File: config.mk
export PLATFORM = sky130hd
export DESIGN_NAME = spi_pkt_engine
export DESIGN_NICKNAME = d
export VERILOG_FILES = /design/src/rtl/spi_eng_pkg.sv /design/src/rtl/spi_byte_shifter.sv /design/src/rtl/spi_xfer_counter.sv /design/src/rtl/spi_pkt_engine.sv
export SDC_FILE = /design/constraint.sdc
export NUM_CORES = 1
export LEC_CHECK = 0
export BUFFER_PORTS_ARGS = -buffer_cell sky130_fd_sc_hd__buf_2
export CORE_ASPECT_RATIO = 2
export CORE_MARGIN = 2
export CORE_UTILIZATION = 30
export CTS_BUF_LIST = sky130_fd_sc_hd__clkbuf_4 sky130_fd_sc_hd__clkbuf_8
export DETAILED_ROUTE_END_ITERATION = 12
export PLACE_DENSITY = 0.47
export SLEW_MARGIN = 30
export SYNTH_ARGS = -nofsm -noshare
export SYNTH_HDL_FRONTEND = slang
export SYNTH_SLANG_ARGS = --single-unit
export TNS_END_PERCENT = 50
File: constraint.sdc
create_clock -name clk -period 3.3 [get_ports clk]
set_input_delay 0.33 -clock clk [delete_from_list [all_inputs] [get_ports clk]]
set_output_delay 0.33 -clock clk [all_outputs]
set_load 0.02 [all_outputs]
File: src/rtl/spi_eng_pkg.sv
package spi_eng_pkg;
  // Sequencer states of the serial engine.
  typedef enum logic [2:0] {
    ST_IDLE,   // deselected, waiting for start
    ST_SETUP,  // select low, counting setup time
    ST_FETCH,  // waiting for a transmit byte
    ST_REST,   // SCK at rest level for one bit
    ST_ACT,    // SCK at active level for one bit
    ST_HOLD,   // select low after last edge
    ST_GAP,    // deselected minimum gap
    ST_PAUSE   // select held low, waiting for resume
  } eng_state_e;
endpackage

File: src/rtl/spi_byte_shifter.sv
module spi_byte_shifter #(
  parameter int DW = 8
) (
  input  logic                   clk,
  input  logic                   rst,
  input  logic                   load_i,
  input  logic [DW-1:0]          tx_byte_i,
  input  logic                   tx_msb_i,
  input  logic                   rx_msb_i,
  input  logic [$clog2(DW)-1:0]  sel_i,
  input  logic                   sample_i,
  input  logic                   miso_i,
  output logic                   tx_bit_o,
  output logic [DW-1:0]          rx_nxt_o
);
  localparam int BW = $clog2(DW);
  localparam logic [BW-1:0] TOP = BW'(DW - 1);

  logic [DW-1:0] tx_q;
  logic [DW-1:0] rx_q;
  logic [DW-1:0] cur;

  // Bit select sees the byte being loaded in the same cycle.
  assign cur      = load_i ? tx_byte_i : tx_q;
  assign tx_bit_o = tx_msb_i ? cur[TOP - sel_i] : cur[sel_i];

  always_comb begin
    rx_nxt_o = rx_q;
    if (sample_i) begin
      if (rx_msb_i) rx_nxt_o = {rx_q[DW-2:0], miso_i};
      else          rx_nxt_o = {miso_i, rx_q[DW-1:1]};
    end
  end

  always_ff @(posedge clk) begin
    if (rst) begin
      tx_q <= '0;
      rx_q <= '0;
    end else begin
      if (load_i) tx_q <= tx_byte_i;
      rx_q <= rx_nxt_o;
    end
  end

  // a byte load never coincides with a capture strobe
  p_load_no_sample_r3: assert property (@(posedge clk) disable iff (rst)
    load_i |-> !sample_i);
endmodule

File: src/rtl/spi_xfer_counter.sv
module spi_xfer_counter #(
  parameter int LW = 10,
  parameter int CW = 8
) (
  input  logic          clk,
  input  logic          rst,
  input  logic          clr_i,
  input  logic          step_i,
  input  logic [LW-1:0] len_i,
  input  logic [CW-1:0] loops_i,
  output logic          last_o
);
  logic [LW-1:0] byte_q;
  logic [CW-1:0] loop_q;

  assign last_o = (byte_q == len_i) && (loop_q == loops_i);

  always_ff @(posedge clk) begin
    if (rst || clr_i) begin
      byte_q <= '0;
      loop_q <= '0;
    end else if (step_i) begin
      if (last_o) begin
        byte_q <= '0;
        loop_q <= '0;
      end else if (byte_q == len_i) begin
        byte_q <= '0;
        loop_q <= loop_q + 1'b1;
      end else begin
        byte_q <= byte_q + 1'b1;
      end
    end
  end

  // position within a packet never passes the programmed length
  p_byte_bound_r2: assert property (@(posedge clk) disable iff (rst)
    byte_q <= len_i);
  // packet index never passes the programmed repeat count
  p_loop_bound_r2: assert property (@(posedge clk) disable iff (rst)
    loop_q <= loops_i);
endmodule

File: src/rtl/spi_pkt_engine.sv
module spi_pkt_engine
  import spi_eng_pkg::*;
#(
  parameter int TW = 8,
  parameter int LW = 10,
  parameter int CW = 8,
  parameter int DW = 8
) (
  input  logic          clk,
  input  logic          rst,
  input  logic          start_i,
  input  logic          resume_i,
  input  logic          soft_rst_i,
  input  logic          cpol_i,
  input  logic          cpha_i,
  input  logic          tx_msb_i,
  input  logic          rx_msb_i,
  input  logic          pause_en_i,
  input  logic          done_ie_i,
  input  logic          pause_ie_i,
  input  logic [TW-1:0] sck_hi_i,
  input  logic [TW-1:0] sck_lo_i,
  input  logic [TW-1:0] cs_setup_i,
  input  logic [TW-1:0] cs_hold_i,
  input  logic [TW-1:0] cs_idle_i,
  input  logic [LW-1:0] pkt_len_i,
  input  logic [CW-1:0] pkt_loops_i,
  input  logic [DW-1:0] tx_data_i,
  input  logic          tx_valid_i,
  output logic          tx_ready_o,
  output logic [DW-1:0] rx_data_o,
  output logic          rx_valid_o,
  input  logic          miso_i,
  output logic          sck_o,
  output logic          mosi_o,
  output logic          cs_n_o,
  output logic          done_o,
  output logic          pause_irq_o,
  output logic          paused_o,
  output logic          busy_o
);
  localparam int BW = $clog2(DW);
  localparam logic [BW-1:0] LAST_BIT = BW'(DW - 1);

  eng_state_e    state;
  logic [TW-1:0] cnt;
  logic [BW-1:0] bit_idx;

  logic [TW-1:0] len_rest, len_act;
  logic          cnt_zero, fetch_go, lead_edge, trail_edge, byte_end;
  logic          sample, last_byte, cnt_clr, tx_bit;
  logic [BW-1:0] sel_idx;
  logic [DW-1:0] rx_nxt;

  // Rest level is the idle level of SCK; its width comes from the
  // field that matches that level.
  assign len_rest = cpol_i ? sck_hi_i : sck_lo_i;
  assign len_act  = cpol_i ? sck_lo_i : sck_hi_i;

  assign cnt_zero   = (cnt == '0);
  assign fetch_go   = (state == ST_FETCH) && tx_valid_i;
  assign lead_edge  = (state == ST_REST) && cnt_zero;
  assign trail_edge = (state == ST_ACT) && cnt_zero;
  assign byte_end   = trail_edge && (bit_idx == LAST_BIT);
  assign sample     = cpha_i ? trail_edge : lead_edge;

  // Which bit to present next on MOSI.
  always_comb begin
    if (fetch_go)    sel_idx = '0;
    else if (cpha_i) sel_idx = bit_idx;
    else             sel_idx = bit_idx + 1'b1;
  end

  assign cnt_clr = soft_rst_i
                || ((state == ST_IDLE) && start_i)
                || ((state == ST_PAUSE) && resume_i);

  assign tx_ready_o = (state == ST_FETCH);
  assign paused_o   = (state == ST_PAUSE);
  assign busy_o     = (state != ST_IDLE);

  spi_byte_shifter #(.DW(DW)) u_shift (
    .clk       (clk),
    .rst       (rst),
    .load_i    (fetch_go),
    .tx_byte_i (tx_data_i),
    .tx_msb_i  (tx_msb_i),
    .rx_msb_i  (rx_msb_i),
    .sel_i     (sel_idx),
    .sample_i  (sample),
    .miso_i    (miso_i),
    .tx_bit_o  (tx_bit),
    .rx_nxt_o  (rx_nxt)
  );

  spi_xfer_counter #(.LW(LW), .CW(CW)) u_count (
    .clk     (clk),
    .rst     (rst),
    .clr_i   (cnt_clr),
    .step_i  (byte_end),
    .len_i   (pkt_len_i),
    .loops_i (pkt_loops_i),
    .last_o  (last_byte)
  );

  always_ff @(posedge clk) begin
    if (rst || soft_rst_i) begin
      state       <= ST_IDLE;
      cnt         <= '0;
      bit_idx     <= '0;
      sck_o       <= cpol_i;
      mosi_o      <= 1'b0;
      cs_n_o      <= 1'b1;
      done_o      <= 1'b0;
      pause_irq_o <= 1'b0;
      rx_valid_o  <= 1'b0;
      if (rst) rx_data_o <= '0;
    end else begin
      done_o      <= 1'b0;
      pause_irq_o <= 1'b0;
      rx_valid_o  <= 1'b0;
      unique case (state)
        ST_IDLE: begin
          sck_o <= cpol_i;
          if (start_i) begin
            state  <= ST_SETUP;
            cnt    <= cs_setup_i;
            cs_n_o <= 1'b0;
          end
        end
        ST_SETUP: begin
          if (cnt_zero) state <= ST_FETCH;
          else          cnt   <= cnt - 1'b1;
        end
        ST_FETCH: begin
          if (tx_valid_i) begin
            state   <= ST_REST;
            cnt     <= len_rest;
            bit_idx <= '0;
            if (!cpha_i) mosi_o <= tx_bit;
          end
        end
        ST_REST: begin
          if (cnt_zero) begin
            state <= ST_ACT;
            cnt   <= len_act;
            sck_o <= ~cpol_i;
            if (cpha_i) mosi_o <= tx_bit;
          end else begin
            cnt <= cnt - 1'b1;
          end
        end
        ST_ACT: begin
          if (cnt_zero) begin
            sck_o <= cpol_i;
            if (bit_idx == LAST_BIT) begin
              rx_valid_o <= 1'b1;
              rx_data_o  <= rx_nxt;
              if (!last_byte) begin
                state <= ST_FETCH;
              end else if (pause_en_i) begin
                state       <= ST_PAUSE;
                pause_irq_o <= pause_ie_i;
              end else begin
                state <= ST_HOLD;
                cnt   <= cs_hold_i;
              end
            end else begin
              bit_idx <= bit_idx + 1'b1;
              state   <= ST_REST;
              cnt     <= len_rest;
              if (!cpha_i) mosi_o <= tx_bit;
            end
          end else begin
            cnt <= cnt - 1'b1;
          end
        end
        ST_HOLD: begin
          if (cnt_zero) begin
            cs_n_o <= 1'b1;
            state  <= ST_GAP;
            cnt    <= cs_idle_i;
          end else begin
            cnt <= cnt - 1'b1;
          end
        end
        ST_GAP: begin
          if (cnt_zero) begin
            state  <= ST_IDLE;
            done_o <= done_ie_i;
          end else begin
            cnt <= cnt - 1'b1;
          end
        end
        ST_PAUSE: begin
          if (resume_i) state <= ST_FETCH;
        end
        default: state <= ST_IDLE;
      endcase
    end
  end

  // idle always means deselected
  p_idle_cs_r1: assert property (@(posedge clk) disable iff (rst)
    (state == ST_IDLE) |-> cs_n_o);
  // the paused state keeps the select asserted
  p_pause_cs_r10: assert property (@(posedge clk) disable iff (rst)
    paused_o |-> !cs_n_o);
  // completion is a one-cycle pulse
  p_done_pulse_r11: assert property (@(posedge clk) disable iff (rst)
    done_o |=> !done_o);
  // while waiting for data SCK sits at its rest level
  p_stall_sck_r12: assert property (@(posedge clk) disable iff (rst)
    tx_ready_o |-> (sck_o == cpol_i));
  // soft reset lands in idle, deselected, one clock later
  p_soft_rst_r13: assert property (@(posedge clk) disable iff (rst)
    soft_rst_i |=> (cs_n_o && !busy_o && !done_o));
  // done and pause never pulse together
  p_excl_pulse_r11: assert property (@(posedge clk) disable iff (rst)
    !(done_o && pause_irq_o));
endmodule

==> Word-level counts from Yosys, hierarchy flattened <==
Cells that the tools add are included.
{ "totals": {"register_bits": 62, "input_bits": 80} }
{ "classes": {"addsub": 5, "n_lt_le_gt_ge": 2, "eq_ne": 26, "n_mux": 63, "bitwise": 7, "n_reduce_logical": 35} }
{ "ops": {"columns": ["operator", "n"], "rows": [
  ["two-way mux 8 bit", 21],
  ["case mux 8 bit (6 select lines)", 1],
  ["two-way mux 3 bit", 15],
  ["!= test 2 bit (second input constant)", 12],
  ["case mux 3 bit (8 select lines)", 1],
  ["two-way mux 10 bit", 2],
  ["two-way mux 1 bit", 16],
  ["== test 3 bit (second input constant)", 5],
  ["AND reduction 6 bit", 2],
  ["nonzero test 2 bit", 6],
  ["adder 10 x 1 -> 10 bit (second input constant)", 1],
  ["== test 10 bit", 1],
  ["adder 8 x 1 -> 8 bit (second input constant)", 1],
  ["== test 8 bit", 1],
  ["logical NOT 8 bit", 1],
  ["< comparator 3 x 4 -> 1 bit (second input constant)", 2],
  ["!= test 4 bit (second input constant)", 2],
  ["AND reduction 4 bit", 2],
  ["AND reduction 8 bit", 1],
  ["subtractor 8 x 1 -> 8 bit (second input constant)", 1],
  ["logical AND 1 bit", 7],
  ["NOT 1 bit", 7],
  ["binary-select mux 1 bit (select 3 bit)", 2],
  ["== test 3 x 2 -> 1 bit (second input constant)", 2],
  ["other kinds (18)", 26]
]} }

==> Longest topological paths before layout <==
{ "depth": {"word_depth": 11, "depth_mapped": 9, "mapped_depth_nobuf": 8} }

==> By module <==
From an unflattened synthesis, not the netlist that was laid out.
{ "unflattened": {"hier_cells": 492, "area_unflattened_um2": 4260.3} }
{ "modules_own_cells": {"columns": ["mod", "n_inst", "cells_each", "area_each_um2", "seq_area_each_um2"], "rows": [
  ["spi_pkt_engine", 1, 268, 2218.4, 650.6],
  ["spi_xfer_counter", 1, 117, 1057.3, 360.3],
  ["spi_byte_shifter", 1, 107, 984.7, 320.3]
]} }

==> Worst setup path after synthesis <==
No wires, ideal clock.
{ "synth_path": {"path_type": "reg2reg", "from": "register state[1]", "to": "register mosi_o", "setup_time_ns": 0.117, "arrival_time_ns": 2.041, "t_required_ns": 3.183, "setup_slack_ns": 1.142, "stages_incl_launch_ff": 9, "path_buffers": 2, "period_less_slack_ns": 2.158, "path_cell_list": "dfxtp_1 -> buf_2 -> nor4bb_1 -> buf_2 -> mux2_1 -> mux4_2 -> nor2_1 -> nor4_1 -> a22o_1"} }
{ "synth_via": {"elab_chain_cells": 11, "word_cells_on_any_way": 26, "cone_classes": "1 x add/sub; 8 x eq/ne; 14 x mux; 3 x reduce/logical"} }
{ "synth_lines": {"columns": ["element", "line", "rtl"], "rows": [
  ["from (decl)", "spi_pkt_engine.sv:45", "eng_state_e state;"],
  ["from (signal assigned)", "spi_pkt_engine.sv:108", "state <= ST_IDLE;"],
  ["from (signal assigned)", "spi_pkt_engine.sv:126", "state <= ST_SETUP;"],
  ["from (signal assigned)", "spi_pkt_engine.sv:132", "if (cnt_zero) state <= ST_FETCH;"],
  ["== test 3 x 2 -> 1 bit", "spi_pkt_engine.sv:61, spi_pkt_engine.sv:122", null],
  ["logical AND 1 bit", "spi_pkt_engine.sv:61", "assign fetch_go = (state == ST_FETCH) && tx_valid_i;"],
  ["two-way mux 3 bit", "spi_pkt_engine.sv:69", "if (fetch_go) sel_idx = '0;"],
  ["subtractor 3 bit", "spi_byte_shifter.sv:25", "assign tx_bit_o = tx_msb_i ? cur[TOP - sel_i] : cur[sel_i];"],
  ["binary-select mux 1 bit (select 3 bit)", "spi_byte_shifter.sv:25", null],
  ["two-way mux 1 bit (implied by the code)", "spi_byte_shifter.sv:25", null],
  ["two-way mux 1 bit", "spi_byte_shifter.sv:25", null],
  ["two-way mux 1 bit", "spi_pkt_engine.sv:140, spi_pkt_engine.sv:172", null],
  ["two-way mux 1 bit", "spi_pkt_engine.sv:156", "if (bit_idx == LAST_BIT) begin"],
  ["two-way mux 1 bit", "spi_pkt_engine.sv:154", "if (cnt_zero) begin"],
  ["case mux 1 bit (3 select lines)", "spi_pkt_engine.sv:122", "unique case (state)"],
  ["to (signal assigned)", "spi_pkt_engine.sv:140", "if (!cpha_i) mosi_o <= tx_bit;"],
  ["to (signal assigned)", "spi_pkt_engine.sv:148", "if (cpha_i) mosi_o <= tx_bit;"],
  ["to (signal assigned)", "spi_pkt_engine.sv:172", "if (!cpha_i) mosi_o <= tx_bit;"],
  ["to (decl)", "spi_pkt_engine.sv:35", "output logic mosi_o,"]
]} }
Parallel ways exist; a longest one is shown, timed or not. The select of a mux whose other input is x is not followed.
A chain may end at the register's enable or synchronous reset.

==> Final worst setup path <==
{ "layout_path": {"from": "register cnt[0]", "to": "register u_count.byte_q[3]"} }
{ "layout_via": {"elab_chain_cells": 3} }
{ "layout_lines": {"columns": ["element", "line", "rtl"], "rows": [
  ["from (decl)", "spi_pkt_engine.sv:46", "logic [TW-1:0] cnt;"],
  ["from (signal assigned)", "spi_pkt_engine.sv:127", "cnt <= cs_setup_i;"],
  ["from (signal assigned)", "spi_pkt_engine.sv:133", "else cnt <= cnt - 1'b1;"],
  ["from (signal assigned)", "spi_pkt_engine.sv:138", "cnt <= len_rest;"],
  ["logical NOT 8 bit", "spi_pkt_engine.sv:60", "assign cnt_zero = (cnt == '0);"],
  ["logical AND 1 bit", "spi_pkt_engine.sv:63", "assign trail_edge = (state == ST_ACT) && cnt_zero;"],
  ["logical AND 1 bit", "spi_pkt_engine.sv:64", "assign byte_end = trail_edge && (bit_idx == LAST_BIT);"],
  ["to (signal assigned)", "spi_xfer_counter.sv:30", "byte_q <= byte_q + 1'b1;"],
  ["to (decl)", "spi_xfer_counter.sv:13", "logic [LW-1:0] byte_q;"]
]} }
No other way between the ends.

==> summary.md <==
| Metric | Value |
|---|---|
| Status | complete, no violations |
| # resized after CTS | 0 |
| Post-DP HPWL | 11.9 mm |
| PD cells | 350 mW/mm^2 |
| Worst path slowest cell | nor4_4 |
| Critical path, cell by cell | inv_1 > ha_1 > nor4b_4 > nand4_4 > nor4_4 > nand2b_1 > nor2_1 |
| Startpoint Class | register |
| DR iter-0 viols | 244 |
| Number of max-cap violations | 0 |
| Final nets | ~700 |
| Die Y | about 170 um |
| Mapped Cells | 523 |
| Post-synthesis sequential area ratio | 0.308 |
| Largest net degree at the start of global routing | 25 |
| Gr usage total | 0.201 |
| Rel. slew slack | 0.443 |
| Multi-input gate area | about 0.0028 mm^2 |
| Number of remaining DRC errors | 0 |
| Layout cells sized above 1 | 0.272 |
| CTS Buffer Depth | 2 |
| Crit path DAT | 2.85 ns |
| GRT met1 Usage | 0.197 |
| Final Setup Violations | 0 |
| Mapped Avg Cell Area | 8.28 um^2 |
| Largest stage delay, worst path | 0.60 ns |
| Synth Flop Type | dfxtp_1 |
| Period utilisation layout | 0.791 |
| CTS Hold Bufs | 0 |
| Htree depth | 3 |
| Leak pwr | 2.09 nW |
| Storage cell area | 0.00133 mm^2 |
| #FFs+latches synth | 62 |
| Antenna viol nets, final | 0 |
| Fin crit period | 2.61 ns |
| Via count | about 4300 |
| Inserted Clock Buffers | 9 |
| Grt ovf | 0 |
| HP Class | input pin to register |
| Gr busiest metal | met2 |
| Fillers | 1588 |
| Final wirelength | 15.2 mm |
| Inserted Diodes | 0 |
| Row Count | 62 |
| Drt wl/cell | 18.8 um |
| Post-synth top area cell | dfxtp_1 |
| Final Max Tran Viols | 0 |
| Mapped Nets | around 610 |
| Mapped cell area | 0.00433 mm^2 |
| Drt pass-1 iters | 4 |
| CP required | 3.54 ns |
| Endpoint type of the worst setup path | register |
| CTS sink cnt | 62 |
| WP buf/inv | 1 |
| IO Pins | 97 |
| First-pass GRT wire length | 23.4 mm |
| VDD IR max | ~0.26 mV |
| Final hold vios | 0 |
| Die area | 0.0155 mm^2 |
| Port bufs | between 90 and 100 |
| GP Congestion | 0.926 |
| Vias/cell | 5.36 |
| Maximum fanout along the worst path | 10 |
| Post-CTS Setup Bufs | 0 |
| Initial Util | 0.303 |
| FMAX | 383 MHz |
| Die Wd | just under 90 um |
| Initial antenna violation count | 0 |
| TritonCTS clock tree | done |
| Post-Route Setup TNS | 0 ns |
| Synth area leaders | dfxtp_1 25%, edfxtp_1 6.2%, mux2i_1 5.3% |
| Post-synth ARST share | 0 |
| Vias in the first global route | about 4500 |
| Crit Path Category | register to register |
| Clock root cell | clkbuf_8 |
| Setup Skew | 0.0118 ns |
| Min Hold Slack | between 0.2 and 0.25 ns |
| Largest delay share family, worst path | simple AND/OR/NAND/NOR gates |
| Worst Max-Slew Pin Slew | 0.831 ns |
| Syn-to-layout area delta | 20.2% |
| Clock Latency Late Sink | 0.36 ns |
| Clock slew seen by the registers of the worst setup and hold paths | 0.07 ns |
| Core Area | 0.0143 mm^2 |
| Synth top area share | 0.245 |
| Post-synthesis cell type count | 73 |
| RSZ-0062 raised after global routing | false |
| Met3 GRT Util | 0.0367 |
| YS warnings | 0 |
| EDFF count, synth | 9 |
| Met2 Use GR | 0.372 |
==> cells in the mapped netlist, types with 5 or more instances <==
cell      count
a211oi_1     10
a21oi_1      30
a31oi_1       6
and3_1        7
buf_2         8
clkbuf_1     22
dfxtp_1      53
edfxtp_1      9
ha_1          6
inv_1         9
mux2_2       18
mux2i_1      23
nand2_1      52
nand2b_1      5
nand3_1      11
nand4_1      14
nor2_1       57
nor3_1       11
o211ai_1      9
o21ai_0      39
xnor2_1      26
xor2_1       15
==> stage by stage <==
step                utilization  instance area (um^2)  power (mW)  setup WS, ns  std cells
finish                    0.365                  5200        1.82         0.689        809
global placement          0.352                  5020        1.19         0.770        793
CTS                       0.365                  5200        1.84         0.689        809
global route              0.365                  5200        1.91         0.462        809
detailed placement        0.352                  5020        1.20         0.685        793
floorplan                     -                  4330        1.06          1.14        523
==> registers in the layout, indices dropped and copies added (netlist names) <==
name and count:
cnt 8, rx_valid_o 1, rx_data_o 8, u_shift.rx_q 8, cs_n_o 1, done_o 1
bit_idx 3, u_count.byte_q 10, u_shift.tx_q 8, sck_o 1, state 3, pause_irq_o 1
mosi_o 1, u_count.loop_q 8
==> cell type report <==
type | instances | share of cell area
Clock buffer | 11 | 0.0291
Clock inverter | 5 | 0.00625
Inverter | 10 | 0.00721
Multi-Input combinational cell | 420 | 0.544
Sequential cell | 62 | 0.256
Tap cell | 192 | 0.0462
Timing Repair Buffer | 109 | 0.111
==> final timing paths <==
check,from,endpoint,slack [ns],cells past startpoint
max,cnt[0]$_SDFFE_PN0P_,u_count.byte_q[3]$_SDFFE_PP0P_,0.69,7
min,tx_data_i[1],u_shift.tx_q[1]$_SDFF_PP0_,0.21,3
max reg2reg,cnt[0]$_SDFFE_PN0P_,u_count.byte_q[3]$_SDFFE_PP0P_,0.69,7
min reg2reg,u_shift.tx_q[5]$_SDFF_PP0_,u_shift.tx_q[5]$_SDFF_PP0_,0.48,2
==> cell families after synthesis <==
group | Yosys count | synth area share
muxes | 43 | 0.108
AOI/OAI and AO/OA | 138 | 0.208
and+or+nand+nor | 192 | 0.238
adders and majority gates | 6 | 0.0173
buffers and inverters | 41 | 0.0379
DFF | 62 | 0.308
xor gates and xnor gates | 41 | 0.0829
==> layer usage <==
layer,vias to the layer above,part of all wire
li1,2086,-
met1,2058,0.34
met2,145,0.55
met3,48,0.052
met4,0,0.053
met5,-,0
==> report_power, final <==
| part | switching [mW] | internal (mW) | total, mW |
|---|---|---|---|
| Combinational | 0.232 | 0.151 | 0.383 |
| Clock | 0.326 | 0.313 | 0.640 |
| Sequential | 0.0217 | 0.777 | 0.799 |
| Total | 0.580 | 1.24 | 1.82 |
==> layout by cell type (no fill, tap or decap), drive strengths merged, types with 3 or more instances in the layout <==
cell type | Yosys | layout
a211oi | 10 | 10
a21o | 4 | 4
a21oi | 31 | 31
a22o | 3 | 3
a22oi | 3 | 3
a31oi | 6 | 6
a32oi | 3 | 3
and2 | 3 | 3
and3 | 8 | 8
buf | 9 | 109
clkbuf | 22 | 11
clkinv | 1 | 5
dfxtp | 53 | 53
edfxtp | 9 | 9
ha | 6 | 6
inv | 9 | 10
mux2 | 19 | 19
mux2i | 23 | 23
nand2 | 52 | 52
nand2b | 5 | 5
nand3 | 11 | 11
nand4 | 15 | 15
nor2 | 60 | 60
nor2b | 4 | 4
nor3 | 12 | 12
nor4 | 4 | 4
o211ai | 9 | 9
o21ai | 40 | 40
o221ai | 4 | 4
o31ai | 3 | 3
or2 | 4 | 4
xnor2 | 26 | 26
xor2 | 15 | 15
==> tightest hold or removal path, delay by kind of cell <==
| family | cells | cell delay (ns) |
|---|---|---|
| buffers and inverters | 1 | 0.09 |
| AO/OA/AOI/OAI | 1 | 0.05 |
| AND/OR/NAND/NOR | 1 | 0.04 |
Power figures use the tool's default switching activity.
